===== src/rtl/cbm_pkg.sv =====
package cbm_pkg;

    // Register slot chosen by CPU A14..A12 when A15 and A11 are both set
    typedef enum logic [2:0] {
        SLOT_CHR0  = 3'd0,
        SLOT_CHR1  = 3'd1,
        SLOT_CHR2  = 3'd2,
        SLOT_CHR3  = 3'd3,
        SLOT_CNT_LD = 3'd4,
        SLOT_CNT_CT = 3'd5,
        SLOT_ARRNG = 3'd6,
        SLOT_PRG   = 3'd7
    } slot_e;

    // Nametable arrangement codes
    typedef enum logic [1:0] {
        ARR_VERT  = 2'd0,
        ARR_HORZ  = 2'd1,
        ARR_LOW   = 2'd2,
        ARR_HIGH  = 2'd3
    } arrange_e;

    localparam int unsigned NUM_CHR_WIN = 4;

endpackage


===== src/rtl/cbm_reg_file.sv =====
module cbm_reg_file
    import cbm_pkg::*;
#(
    parameter int unsigned PRG_BANK_W = 8,
    parameter int unsigned CHR_BANK_W = 8
) (
    input  logic                                    clk,
    input  logic                                    rst,
    input  logic [15:0]                             cpu_addr,
    input  logic [7:0]                              cpu_data,
    input  logic                                    cpu_wr,
    output logic [NUM_CHR_WIN-1:0][CHR_BANK_W-1:0]  chr_bank,
    output logic [PRG_BANK_W-1:0]                   prg_bank,
    output arrange_e                                arrange,
    output logic                                    irq_load_wr,
    output logic                                    irq_ctrl_wr
);

    typedef struct packed {
        logic [NUM_CHR_WIN-1:0][CHR_BANK_W-1:0] chr;
        logic [PRG_BANK_W-1:0]                  prg;
        arrange_e                               arr;
    } bank_regs_t;

    bank_regs_t regs_d, regs_q;
    logic       hit;
    slot_e      slot;

    assign hit  = cpu_wr && cpu_addr[15] && cpu_addr[11];
    assign slot = slot_e'(cpu_addr[14:12]);

    always_comb begin
        regs_d = regs_q;
        if (rst) begin
            regs_d = '0;
        end else if (hit) begin
            case (slot)
                SLOT_CHR0, SLOT_CHR1, SLOT_CHR2, SLOT_CHR3:
                    regs_d.chr[cpu_addr[13:12]] = cpu_data[CHR_BANK_W-1:0];
                SLOT_ARRNG:
                    regs_d.arr = arrange_e'(cpu_data[1:0]);
                SLOT_PRG:
                    regs_d.prg = cpu_data[PRG_BANK_W-1:0];
                default: ;
            endcase
        end
    end

    always_ff @(posedge clk) begin
        regs_q <= regs_d;
    end

    assign chr_bank    = regs_q.chr;
    assign prg_bank    = regs_q.prg;
    assign arrange     = regs_q.arr;
    assign irq_load_wr = hit && (slot == SLOT_CNT_LD);
    assign irq_ctrl_wr = hit && (slot == SLOT_CNT_CT);

    // registers are zero right after reset
    p_reset_clear_r1: assert property (@(posedge clk) disable iff (rst)
        $past(rst) |-> (chr_bank == '0 && prg_bank == '0 && arrange == ARR_VERT));

    // pattern slot write lands in the addressed window
    p_chr_load_r2: assert property (@(posedge clk) disable iff (rst)
        (cpu_wr && cpu_addr[15] && cpu_addr[11] && !cpu_addr[14])
        |=> chr_bank[$past(cpu_addr[13:12])] == $past(cpu_data[CHR_BANK_W-1:0]));

    // program slot write loads the program bank
    p_prg_load_r3: assert property (@(posedge clk) disable iff (rst)
        (cpu_wr && cpu_addr[15:11] == 5'b11111)
        |=> prg_bank == $past(cpu_data[PRG_BANK_W-1:0]));

    // no decoded write, no register change
    p_no_write_hold_r6: assert property (@(posedge clk) disable iff (rst)
        !(cpu_wr && cpu_addr[15] && cpu_addr[11])
        |=> ($stable(chr_bank) && $stable(prg_bank) && $stable(arrange)));

    // the two counter strobes are never both active
    p_strobe_excl_r7: assert property (@(posedge clk) disable iff (rst)
        $onehot0({irq_load_wr, irq_ctrl_wr}));

    // arrangement write keeps only data bits 1..0
    p_arr_low_bits_r9: assert property (@(posedge clk) disable iff (rst)
        (cpu_wr && cpu_addr[15:11] == 5'b11101)
        |=> arrange == arrange_e'($past(cpu_data[1:0])));

endmodule


===== src/rtl/cbm_prg_map.sv =====
module cbm_prg_map #(
    parameter int unsigned PRG_BANK_W = 8,
    localparam int unsigned PRG_AW = PRG_BANK_W + 14
) (
    input  logic [PRG_BANK_W-1:0] prg_bank,
    input  logic [14:0]           cpu_off,
    output logic [PRG_AW-1:0]     prg_addr
);

    localparam logic [PRG_BANK_W-1:0] LAST_BANK = '1;

    logic [PRG_BANK_W-1:0] bank_sel;

    always_comb begin
        bank_sel = cpu_off[14] ? LAST_BANK : prg_bank;
        prg_addr = {bank_sel, cpu_off[13:0]};
    end

    // the upper window always lands in the highest bank
    always_comb begin
        if (cpu_off[14] === 1'b1) begin
            p_fixed_last_r4: assert (&prg_addr[PRG_AW-1:14]);
        end
    end

endmodule


===== src/rtl/cbm_chr_map.sv =====
module cbm_chr_map
    import cbm_pkg::*;
#(
    parameter int unsigned CHR_BANK_W = 8,
    localparam int unsigned CHR_AW = CHR_BANK_W + 11
) (
    input  logic [NUM_CHR_WIN-1:0][CHR_BANK_W-1:0] chr_bank,
    input  logic [12:0]                            ppu_addr,
    output logic [CHR_AW-1:0]                      chr_addr
);

    logic [CHR_BANK_W-1:0] win_bank;

    always_comb begin
        win_bank = '0;
        for (int w = 0; w < NUM_CHR_WIN; w++) begin
            if (ppu_addr[12:11] == w[1:0]) win_bank = chr_bank[w];
        end
        chr_addr = {win_bank, ppu_addr[10:0]};
    end

endmodule


===== src/rtl/cbm_vram_sel.sv =====
module cbm_vram_sel
    import cbm_pkg::*;
(
    input  arrange_e    arrange,
    input  logic [1:0]  ppu_a11_a10,
    output logic        vram_a10
);

    always_comb begin
        case (arrange)
            ARR_VERT: vram_a10 = ppu_a11_a10[0];
            ARR_HORZ: vram_a10 = ppu_a11_a10[1];
            ARR_LOW:  vram_a10 = 1'b0;
            default:  vram_a10 = 1'b1;
        endcase
    end

endmodule


===== src/rtl/cart_bank_mapper.sv =====
module cart_bank_mapper
    import cbm_pkg::*;
#(
    parameter int unsigned PRG_BANK_W = 8,
    parameter int unsigned CHR_BANK_W = 8,
    localparam int unsigned PRG_AW = PRG_BANK_W + 14,
    localparam int unsigned CHR_AW = CHR_BANK_W + 11
) (
    input  logic              clk,
    input  logic              rst,
    input  logic [15:0]       cpu_addr,
    input  logic [7:0]        cpu_data,
    input  logic              cpu_wr,
    input  logic [12:0]       ppu_addr,
    output logic [PRG_AW-1:0] prg_addr,
    output logic [CHR_AW-1:0] chr_addr,
    output logic              vram_a10,
    output logic              irq_load_wr,
    output logic              irq_ctrl_wr
);

    logic [NUM_CHR_WIN-1:0][CHR_BANK_W-1:0] chr_bank;
    logic [PRG_BANK_W-1:0]                  prg_bank;
    arrange_e                               arrange;

    cbm_reg_file #(
        .PRG_BANK_W(PRG_BANK_W),
        .CHR_BANK_W(CHR_BANK_W)
    ) regs_i (
        .clk        (clk),
        .rst        (rst),
        .cpu_addr   (cpu_addr),
        .cpu_data   (cpu_data),
        .cpu_wr     (cpu_wr),
        .chr_bank   (chr_bank),
        .prg_bank   (prg_bank),
        .arrange    (arrange),
        .irq_load_wr(irq_load_wr),
        .irq_ctrl_wr(irq_ctrl_wr)
    );

    cbm_prg_map #(.PRG_BANK_W(PRG_BANK_W)) prg_i (
        .prg_bank(prg_bank),
        .cpu_off (cpu_addr[14:0]),
        .prg_addr(prg_addr)
    );

    cbm_chr_map #(.CHR_BANK_W(CHR_BANK_W)) chr_i (
        .chr_bank(chr_bank),
        .ppu_addr(ppu_addr),
        .chr_addr(chr_addr)
    );

    cbm_vram_sel vram_i (
        .arrange    (arrange),
        .ppu_a11_a10(ppu_addr[11:10]),
        .vram_a10   (vram_a10)
    );

endmodule


===== config.mk =====
export PLATFORM = sky130hd
export DESIGN_NAME = cart_bank_mapper
export DESIGN_NICKNAME = d
export VERILOG_FILES = /design/src/rtl/cbm_pkg.sv /design/src/rtl/cbm_reg_file.sv /design/src/rtl/cbm_prg_map.sv /design/src/rtl/cbm_chr_map.sv /design/src/rtl/cbm_vram_sel.sv /design/src/rtl/cart_bank_mapper.sv
export SDC_FILE = /design/constraint.sdc
export NUM_CORES = 1
export LEC_CHECK = 0
export ABC_AREA = 1
export BUFFER_PORTS_ARGS = -buffer_cell sky130_fd_sc_hd__buf_2
export CORE_MARGIN = 4
export CORE_UTILIZATION = 23
export DETAILED_ROUTE_END_ITERATION = 6
export GPL_ROUTABILITY_DRIVEN = 0
export GPL_TIMING_DRIVEN = 0
export SYNTH_ARGS = -nofsm -noshare
export SYNTH_HDL_FRONTEND = slang
export SYNTH_HIERARCHICAL = 1
export SYNTH_SLANG_ARGS = --single-unit
export TNS_END_PERCENT = 1

===== constraint.sdc =====
create_clock -name clk -period 2.8 [get_ports clk]
set_input_delay 0.56 -clock clk [delete_from_list [all_inputs] [get_ports clk]]
set_output_delay 0.56 -clock clk [all_outputs]
set_load 0.005 [all_outputs]

# After elaboration in Yosys (flattened, before gate mapping)

Index checks and enable logic that the tools add are counted.
W data, S select, Z words.

Output and inout port bits: 44
Bits in registers: 42
Word-level logic and storage cells: 41
Input port bits: 40

Reduce and logical (&&, ||, !) cells: 12
Muxes and demuxes: 9
Magnitude comparators: 2
Eq/ne operators: 12

Operators by type and width:

| operator             | number |
|---|---|
| $mux W8              | 6 |
| $bwmux W32           | 1 |
| $demux W8 S2         | 1 |
| $eq A3 B3 Y1 const B | 4 |
| $eq A2 B2 Y1 const B | 3 |
| $eq A3 B2 Y1 const B | 2 |
| $reduce_and A2 Y1    | 3 |
| $logic_and A1 B1 Y1  | 5 |
| $eq A2 B1 Y1 const B | 2 |
| $logic_not A2 Y1     | 2 |
| $reduce_or A4 Y1     | 1 |
| $eq A3 B1 Y1 const B | 1 |
| $logic_not A3 Y1     | 1 |
| $lt A2 B3 Y1 const B | 1 |
| $pmux W1 S3          | 1 |
| $ge A2 B1 Y1 const B | 1 |

# Logic depth before layout (Yosys ltp)

Gate-level depths: netlist of run 1.

Word-level depth: 5
Depth in mapped cells: 6
Depth with buffers taken out: 6

# Cells and area by module

Netlist of run 1, hierarchy kept.

By module, submodules not included:

| module       | seq. area each (um2) | cells an instance | instances | area each (um2) |
|---|---|---|---|---|
| cbm_reg_file | 840.8                | 248               | 1         | 1869.3 |
| cbm_chr_map  | 0.0                  | 58                | 1         | 346.6 |
| cbm_prg_map  | 0.0                  | 31                | 1         | 168.9 |
| cbm_vram_sel | 0.0                  | 4                 | 1         | 16.3 |

# Least setup slack after synthesis of run 1

No wires, ideal clock.

Path type: in2out
From: in cpu_addr[15]
To: out irq_ctrl_wr
Data required time: 2.240 ns
Arrival time: 1.178 ns
Path slack: 1.062 ns
Stages: 5
Cells stage by stage: nand2_1 > nor2_2 > buf_2 > nand2_1 > nor2_1

Longest elaborated chain between the ends: 3

Ends and longest elaborated chain:

| element                          | line                   | text |
|---|---|---|
| start, declared                  | cart_bank_mapper.sv:11 | `input logic [15:0] cpu_addr,` |
| $logic_and A1 B1 Y1 (2 in a row) | cbm_reg_file.sv:29     | `assign hit = cpu_wr && cpu_addr[15] && cpu_addr[11];` |
| $logic_and A1 B1 Y1              | cbm_reg_file.sv:57     | `assign irq_ctrl_wr = hit && (slot == SLOT_CNT_CT);` |
| end, declared                    | cart_bank_mapper.sv:19 | `output logic irq_ctrl_wr` |

No other way between the ends.

# Worst setup path in the final report of run 1

From: in cpu_addr[11]
To: out irq_ctrl_wr

Longest elaborated chain between the ends: 2

Ends and longest elaborated chain:

| element             | line |
|---|---|
| $logic_and A1 B1 Y1 | cbm_reg_file.sv:29 |
| $logic_and A1 B1 Y1 | cbm_reg_file.sv:57 |

No other way between the ends.

==> run metrics, run 1 <==
outcome=completed; sequential fraction of the synthesis area=0.3502; CTS tree=built; share of cells above drive strength 1=0.3415; Max Cap Viol=0; I/O pin total=84; Worst Max-Slew Pin Slew=between 0.4 and 0.5 ns; Remaining DRCs=0; final core occ=0.2901; switching power=322.1 uW; drt first pass iters=4; Core Area=between 10000 and 15000 um2; die footprint=approximately 12000 um2; final antenna-violating net count=0; CP max FO=10; post-CTS sizing=0; critical path type=in -> out; # hold bufs at CTS=0; sequential share of power=0.504; most common cell after layout, fill and taps aside=nor2_1; Worst VDD drop=~0.26 mV; vias in the first global route=roughly 2100; design area=a little under 3000 um2; Area Growth Syn to Fin=23.61%; min cycle time layout=between 2 and 2.5 ns; synth top area cells=dfxtp_1, nor2_1, nand4_1; initial core utilization=0.2347; Post-Syn Area per Cell=between 7 and 8 um2; number of nets in the layout=between 400 and 500; synth unique cells=22; port bufs=between 60 and 70; hold path cells=2; Peak Freq=0.4643 GHz; WL per Instance=around 12 um; CTS Root Cell=clkbuf_8; Yosys reg bits=42; Hold Slack=between 0.4 and 0.5 ns; DP HPWL=5399 um; clk sinks=42; final setup vio count=0; Critical Path End Type=output port; setup TNS=0 ns; height of the die=approximately 110 um; arrival time at the worst endpoint=1.59 ns; Chip Width=around 110 um; pwr dens=around 410 nW/um2; clk_lat worst skew=around 0.29 ns; initial antenna violation count=0; CTS H-tree depth=2; routed vias=between 2000 and 2500; area of the mapped netlist=approximately 2400 um2; Post-CTS Setup Inserts=0; row count=37; Detailed Route Iter0 Violations=between 100 and 150; Clk pwr share=0.331; GRT Total Usage=0.1085; Final Skew=0 ns; Slew HR=0.7145; combinational share of power=0.166; Register-to-Register Path Depth=2; leakage=between 1 and 1.5 nW; switching share of power=0.2662; final hold violation count=0; worst path required time=between 2 and 2.5 ns; global route overflow=0; Synth area leader=dfxtp_1; final WL=about 6600 um; share of the synthesized area in the top cell type=0.3502; Clock Path Buffers=2; RSZ-0062 raised after global routing=false; Mapped Cells=roughly 340; Post-Place Worst Slack=0.6275 ns; largest net degree at the start of global routing=13; Placed Area=roughly 2900 um2; commonest non-fill, non-tap cells in the layout=nor2_1, buf_2, nand2_1; first-pass GRT wire length=10180 um; final worst slack=approximately 0.65 ns; internal power=~890 uW; fin crit share=0.7691; Num CTS Buffers=5; Antenna Diode Count=0; Worst Hold Class=reg -> reg; crit path launch type=primary input; fin. max-slew vios=0; Vias/cell=4.249; Ys Warns=6; R2R setup slack=between 2 and 2.5 ns; Clock Pin Slew Worst Setup and Hold Paths=approximately 0.08 ns; syn_nets=roughly 380
[registers in the layout (all words and copies together) (netlist names)]
| name | cells |
|---|---|
| regs_i/chr_bank | 32 |
| regs_i/arrange | 2 |
| regs_i/prg_bank | 8 |
[power by group through the flow]
stage / registers, mW / clock network (mW) / logic, mW
after floorplan: 0.622 / 0 / 0.127
after global placement: 0.623 / 0 / 0.198
after detailed placement: 0.623 / 0 / 0.201
after CTS: 0.609 / 0.413 / 0.202
after global routing: 0.610 / 0.444 / 0.223
final: 0.609 / 0.400 / 0.201
[critical path, cell delays in order]
cell and delay (ns):
buf_2 0.13, nand2_1 0.07, nor2_2 0.25, buf_2 0.27, nand2_1 0.10, nor2_1 0.09, buf_2 0.13
[kinds of logic (layout without fill, tap and decap cells)]
logic type,after synthesis,after routing,share of synthesized area
and+or+nand+nor,223,223,0.4622
DFF,42,42,0.3502
buffers and inverters,67,136,0.1605
AOI/OAI and AO/OA,9,9,0.02710
[per-layer routing]
layer  up-vias  routed length [um]  global-route usage
met5         -                   0                   0
met2       111                2646              0.1607
met3        15                 641             0.02621
met4         0                 167             0.04134
met1       979                3125              0.1516
li1       1215                   -                   -
[layout make-up]
type / instances / area, um2
fillers: 1159 / 7263
multi-input cells: 232 / 1175
flip-flops and latches: 42 / 840.8
repair buffers: 61 / 305.3
plain buffers: 38 / 270.3
well taps: 136 / 170.2
inverters: 29 / 115.1
clock buffers: 7 / 86.33
clock inverters: 1 / 5.005
[synth_stat cells, drive strengths merged]
library cell and count:
nor2 98, nand2 58, nand4 41, inv 27
clkinv 2, buf 33, o21bai 8, o21ai 1
nand3 26, dfxtp 42, clkbuf 5
[path summary, 6_finish.rpt]
path                       start                   to
max                 cpu_addr[11]          irq_ctrl_wr
max reg2reg  regs_i/chr_bank[27]  regs_i/chr_bank[27]
min reg2reg  regs_i/chr_bank[30]  regs_i/chr_bank[30]
min          regs_i/chr_bank[30]  regs_i/chr_bank[30]
[per-stage QoR]
stage	instances	total power [mW]
2_1_floorplan	341	0.7488
5_1_grt	546	1.276
6_report	546	1.210
3_3_place_gp	538	0.8210
4_1_cts	546	1.224
3_5_place_dp	538	0.8244
Power figures use the tool's default switching activity.
==> inputs of run 2 (changes only) <==
--- a/config.mk
+++ b/config.mk
@@ -5,7 +5,7 @@
 export SDC_FILE = /design/constraint.sdc
 export NUM_CORES = 1
 export LEC_CHECK = 0
-export ABC_AREA = 1
+export ABC_AREA = 0
 export BUFFER_PORTS_ARGS = -buffer_cell sky130_fd_sc_hd__buf_2
 export CORE_MARGIN = 4
 export CORE_UTILIZATION = 23
==> constraint.sdc (replaced) <==
create_clock -name clk -period 2.2 [get_ports clk]
set_input_delay 0.44 -clock clk [delete_from_list [all_inputs] [get_ports clk]]
set_output_delay 0.44 -clock clk [all_outputs]
set_load 0.005 [all_outputs]
==> run metrics, run 2 <==
outcome=completed; row count=35; Core Area=around 9200 um2; final antenna-violating net count=0; crit path launch type=primary input; GRT Total Usage=0.09796; Worst Hold Class=reg -> reg; CTS Root Cell=clkbuf_8; clk_lat worst skew=approximately 0.29 ns; initial core utilization=0.2355; setup TNS=0 ns; design area=2714 um2; number of nets in the layout=about 330; most common cell after layout, fill and taps aside=buf_2; Register-to-Register Path Depth=3; fin crit share=0.8365; hold_sp=regs_i/chr_bank[0]; Clock Pin Slew Worst Setup and Hold Paths=approximately 0.070 ns; height of the die=105.3 um; synth top area cells=dfxtp_1, mux2i_1, nand2b_1; switching power=~340 uW; I/O pin total=84; Post-Place Worst Slack=0.3455 ns; Clock Path Buffers=2; Clk pwr share=0.331; Area Growth Syn to Fin=24.73%; CTS tree=built; dpl cells=about 400; internal power=1.080 mW; Simple-Gate Fraction of Synth Area=0.2151; fraction of synthesis flops using an asynchronous set or reset pin=0; commonest non-fill, non-tap cells in the layout=buf_2, dfxtp_1, nand2b_1; max reg flops=32; Worst Max-Slew Pin Slew=0.4556 ns; Setup crit start=cpu_addr[14]; sequential share of power=0.542; final WL=approximately 5400 um; synth unique cells=24; vias in the first global route=1783; fraction of synthesized area in multiplexers=0.2024; Slew HR=0.6963; Synth area leader=dfxtp_1; routed vias=~1700; complex-gate fraction of the synthesized area=0.07821; final core occ=0.2937; Num CTS Buffers=5; # hold bufs at CTS=0; top-count cell post-synth=dfxtp_1; worst path required time=1.76 ns; clk sinks=42; port bufs=60; fillcell total=roughly 990; largest family of logic cells by synthesized area=simple AND/OR/NAND/NOR gates; area of the mapped netlist=2176 um2; adder-cell share of the synthesized area=0; Vias/cell=~4.2; final setup vio count=0; critical path type=in -> out; share of the synthesized area in the top cell type=0.3864; hold path cells=2; fin cells=between 400 and 500; xor-xnor portion of the synthesized cell area=0; min cycle time layout=1.840 ns; DP HPWL=approximately 4100 um; global route overflow=0; Peak Freq=around 0.54 GHz; Placed Area=2638 um2; worst r2r src=regs_i/prg_bank[1]; post-CTS sizing=0; Worst VDD drop=between 0.2 and 0.3 mV; final hold violation count=0; CTS H-tree depth=2; switching share of power=0.2375; first-pass GRT wire length=8894 um; CP max FO=11; Mapped Cells=between 200 and 250; combinational share of power=0.127; sequential fraction of the synthesis area=0.3864; Remaining DRCs=0; fin. max-slew vios=0; die footprint=11080 um2; Post-CTS Setup Inserts=0; Critical Path End Type=output port; leakage=1.271 nW; Detailed Route Iter0 Violations=70; arrival time at the worst endpoint=about 1.4 ns; initial antenna violation count=0; Final Skew=0 ns; Yosys reg bits=42; RSZ-0062 raised after global routing=false; number of flops mapped to enable cells by yosys=0; top post-synthesis cells by count=dfxtp_1, nand2b_1, o21ai_0, mux2i_1, buf_4; WL per Instance=roughly 13 um; pwr dens=approximately 520 nW/um2; Post-Syn Area per Cell=9.935 um2; share of cells above drive strength 1=0.3741; Ys Warns=6; syn_nets=around 260; ys flop type=dfxtp_1; Max Cap Viol=0; final worst slack=0.3597 ns; largest net degree at the start of global routing=12; Chip Width=approximately 110 um; Antenna Diode Count=0; drt first pass iters=4
run 2: changes by cell type in the layout (fill, tap and decap cells not counted), moves of 25 or more:
cell,before,now
mux2i_1,0,26
nand2_1,56,1
nand2b_1,0,35
nand3_1,26,1
nand4_1,40,1
nor2_1,72,0
o21ai_0,0,33
run 2: power groups by stage:
stage	registers, mW	logic [mW]	clock network [mW]
floorplan	0.785	0.104	0
global placement	0.785	0.181	0
detailed placement	0.786	0.182	0
CTS	0.768	0.183	0.481
global route	0.768	0.199	0.512
finish	0.768	0.180	0.469
run 2: final cells by class:
cell class | instances | area [um2] | area share
well taps | 129 | 161.4 | 0.05947
repair buffers | 60 | 300.3 | 0.1107
multi-input cells | 139 | 1079 | 0.3974
clock buffers | 7 | 76.32 | 0.02812
plain buffers | 38 | 256.5 | 0.09451
flip-flops and latches | 42 | 840.8 | 0.3098
run 2: logic make-up (layout without fill, tap and decap cells):
logic type | Yosys count | after routing
flip-flops | 42 | 42
multiplexers | 34 | 34
AND/OR/NAND/NOR | 71 | 71
buffers and inverters | 38 | 105
AO/OA/AOI/OAI | 34 | 34
run 2: worst max-delay path, stage by stage:
cell and delay [ns]:
buf_2 0.18, nand4_1 0.17, clkbuf_1 0.24, nor3b_1 0.23
buf_2 0.15
run 2: worst paths after layout:
path                                           end  slack (ns)
worst max-delay path                   irq_ctrl_wr        0.36
worst min-delay path            regs_i/chr_bank[0]        0.48
worst max register to register  regs_i/prg_bank[1]        1.46
worst min register to register  regs_i/chr_bank[0]        0.48
run 2: metrics by stage:
stage | hold slack (ns) | power, mW
2_1_floorplan | 0.4492 | 0.8892
3_3_place_gp | 0.4572 | 0.9665
3_5_place_dp | 0.4703 | 0.9678
4_1_cts | 0.4806 | 1.431
5_1_grt | 0.5120 | 1.480
6_report | 0.4779 | 1.416
run 2: per-layer routing:
metal | wire (um) | track usage
met5 | 0 | 0
met4 | 47 | 0.02249
met3 | 349 | 0.02327
met2 | 2627 | 0.1744
met1 | 2386 | 0.1188
==> inputs of run 3 (changes only) <==
==> constraint.sdc (replaced) <==
create_clock -name clk -period 1.8 [get_ports clk]
set_input_delay 0.36 -clock clk [delete_from_list [all_inputs] [get_ports clk]]
set_output_delay 0.36 -clock clk [all_outputs]
set_load 0.005 [all_outputs]
==> run metrics, run 3 (same netlist as run 2, synthesis figures left out) <==
outcome=completed; GRT Total Usage=0.09796; FF/Latch Area=around 840 um2; port bufs=60; worst r2r src=regs_i/prg_bank[1]; CTS tree=built; vias in the first global route=~1800; worst-path cell chain=buf_2, buf_6, mux4_2, buf_2; setup TNS=0 ns; global route overflow=0; pwr dens=~640 nW/um2; most used cell along the critical path=buf_2; final hold violation count=0; initial antenna violation count=0; share of cells above drive strength 1=0.3776; R2R setup slack=~1.1 ns; Chip Width=105.3 um; I/O pin total=84; Clock Path Buffers=2; clk_lat worst skew=a little under 0.3 ns; Critical path buffers and inverters=3; critical path type=in -> out; Worst Hold Class=in -> reg; Area Growth Syn to Fin=24.78%; Critical Path End Type=output port; CP delay by family, top=multiplexers; Antenna Diode Count=0; largest net degree at the start of global routing=12; switching share of power=0.2376; crit-path max cell delay=between 0.5 and 0.6 ns; fin. max-slew vios=0; RSZ-0062 raised after global routing=false; Core Area=~9200 um2; Num CTS Buffers=5; number of nets in the layout=~330; Remaining DRCs=0; fin crit share=0.9252; worst path required time=between 1 and 1.5 ns; Vias/cell=slightly above 4; final antenna-violating net count=0; Worst Max-Slew Pin Slew=between 0.4 and 0.5 ns; final setup vio count=0; Max Cap Viol=0; multi-input logic area=approximately 1100 um2; leakage=around 1.3 nW; Slew HR=0.6907; initial core utilization=0.2355; Worst VDD drop=around 0.36 mV; Post-Place Worst Slack=approximately 0.11 ns; final worst slack=0.1347 ns; min cycle time layout=1.665 ns; height of the die=between 100 and 150 um; total power=1.731 mW; Peak Freq=approximately 0.6 GHz; clk sinks=42; WL per Instance=13.05 um; CP max FO=8; drt first pass iters=6; Final Skew=0 ns; Clk pwr share=0.331; reg2reg end=regs_i/prg_bank[1]; final WL=5417 um; arrival time at the worst endpoint=1.31 ns; first-pass GRT wire length=approximately 8900 um; combinational share of power=0.127; Register-to-Register Path Depth=3; row count=35; # hold bufs at CTS=0; routed vias=~1700; CTS Root Cell=clkbuf_8; sequential share of power=0.542; Hold Crit Endpoint=regs_i/chr_bank[15]; Detailed Route Iter0 Violations=70; switching power=411.3 uW; crit path launch type=primary input; CP max stage cell=mux4_2; internal power=1.320 mW; hold_sp=cpu_data[7]; commonest non-fill, non-tap cells in the layout=buf_2, dfxtp_1, nand2b_1; die footprint=between 10000 and 15000 um2; fillcell total=about 990; hold path cells=3; most common cell after layout, fill and taps aside=buf_2; Clock Pin Slew Worst Setup and Hold Paths=around 0.08 ns; CTS H-tree depth=2; DP HPWL=4143 um; max reg flops=32
[run 3: cell count changes in the layout (fill, tap and decap cells not counted)]
cell	delta
clkbuf_2	+1
clkbuf_1	-1
[run 3: metrics by stage]
stage          instances  hold WS, ns    util  area [um2]
2_1_floorplan        219       0.4492       -        2176
3_3_place_gp         408       0.4572  0.2854        2638
3_5_place_dp         408       0.4703  0.2854        2638
4_1_cts              415       0.4508  0.2937        2714
5_1_grt              415       0.4824  0.2938        2715
6_report             415       0.4562  0.2938        2715
[run 3: repair_timing]
action,in CTS,in global routing
gates resized for setup,0,2
setup endpoints to repair,0,1
buffers inserted,0,0
[run 3: power by group through the flow]
stage	Combinational [mW]	Sequential (mW)	Clock, mW
floorplan	0.128	0.959	0
global placement	0.221	0.960	0
detailed placement	0.222	0.960	0
CTS	0.223	0.938	0.588
global route	0.244	0.939	0.626
finish	0.220	0.938	0.573
[run 3: routing by layer]
layer	GRT usage	up-vias	wire length, um
met3	0.02327	6	337
met2	0.1744	57	2625
met1	0.1188	796	2407
met4	0.02249	0	47
met5	0	-	0
li1	-	858	-
[run 3: final cells by class]
type,instances,area share
clock buffers,7,0.02811
well taps,129,0.05945
flip-flops and latches,42,0.3097
repair buffers,60,0.1106
plain buffers,38,0.09493
multi-input cells,139,0.3972
[run 3: worst max path at each step]
stage	start	end	slack [ns]	cells past startpoint
floorplan	ppu_addr[11]	chr_addr[11]	0.44	2
global placement	cpu_addr[14]	irq_ctrl_wr	0.12	5
detailed placement	cpu_addr[14]	irq_ctrl_wr	0.11	5
CTS	cpu_addr[14]	irq_ctrl_wr	0.1	5
global route	cpu_addr[14]	irq_ctrl_wr	0.05	5
finish	ppu_addr[11]	chr_addr[15]	0.13	4
[run 3: worst register-to-register path: stages (launching register included)]
cell and delay [ns]:
dfxtp_1 0.31, nor2b_1 0.12, o21ai_0 0.09, o21ai_0 0.12
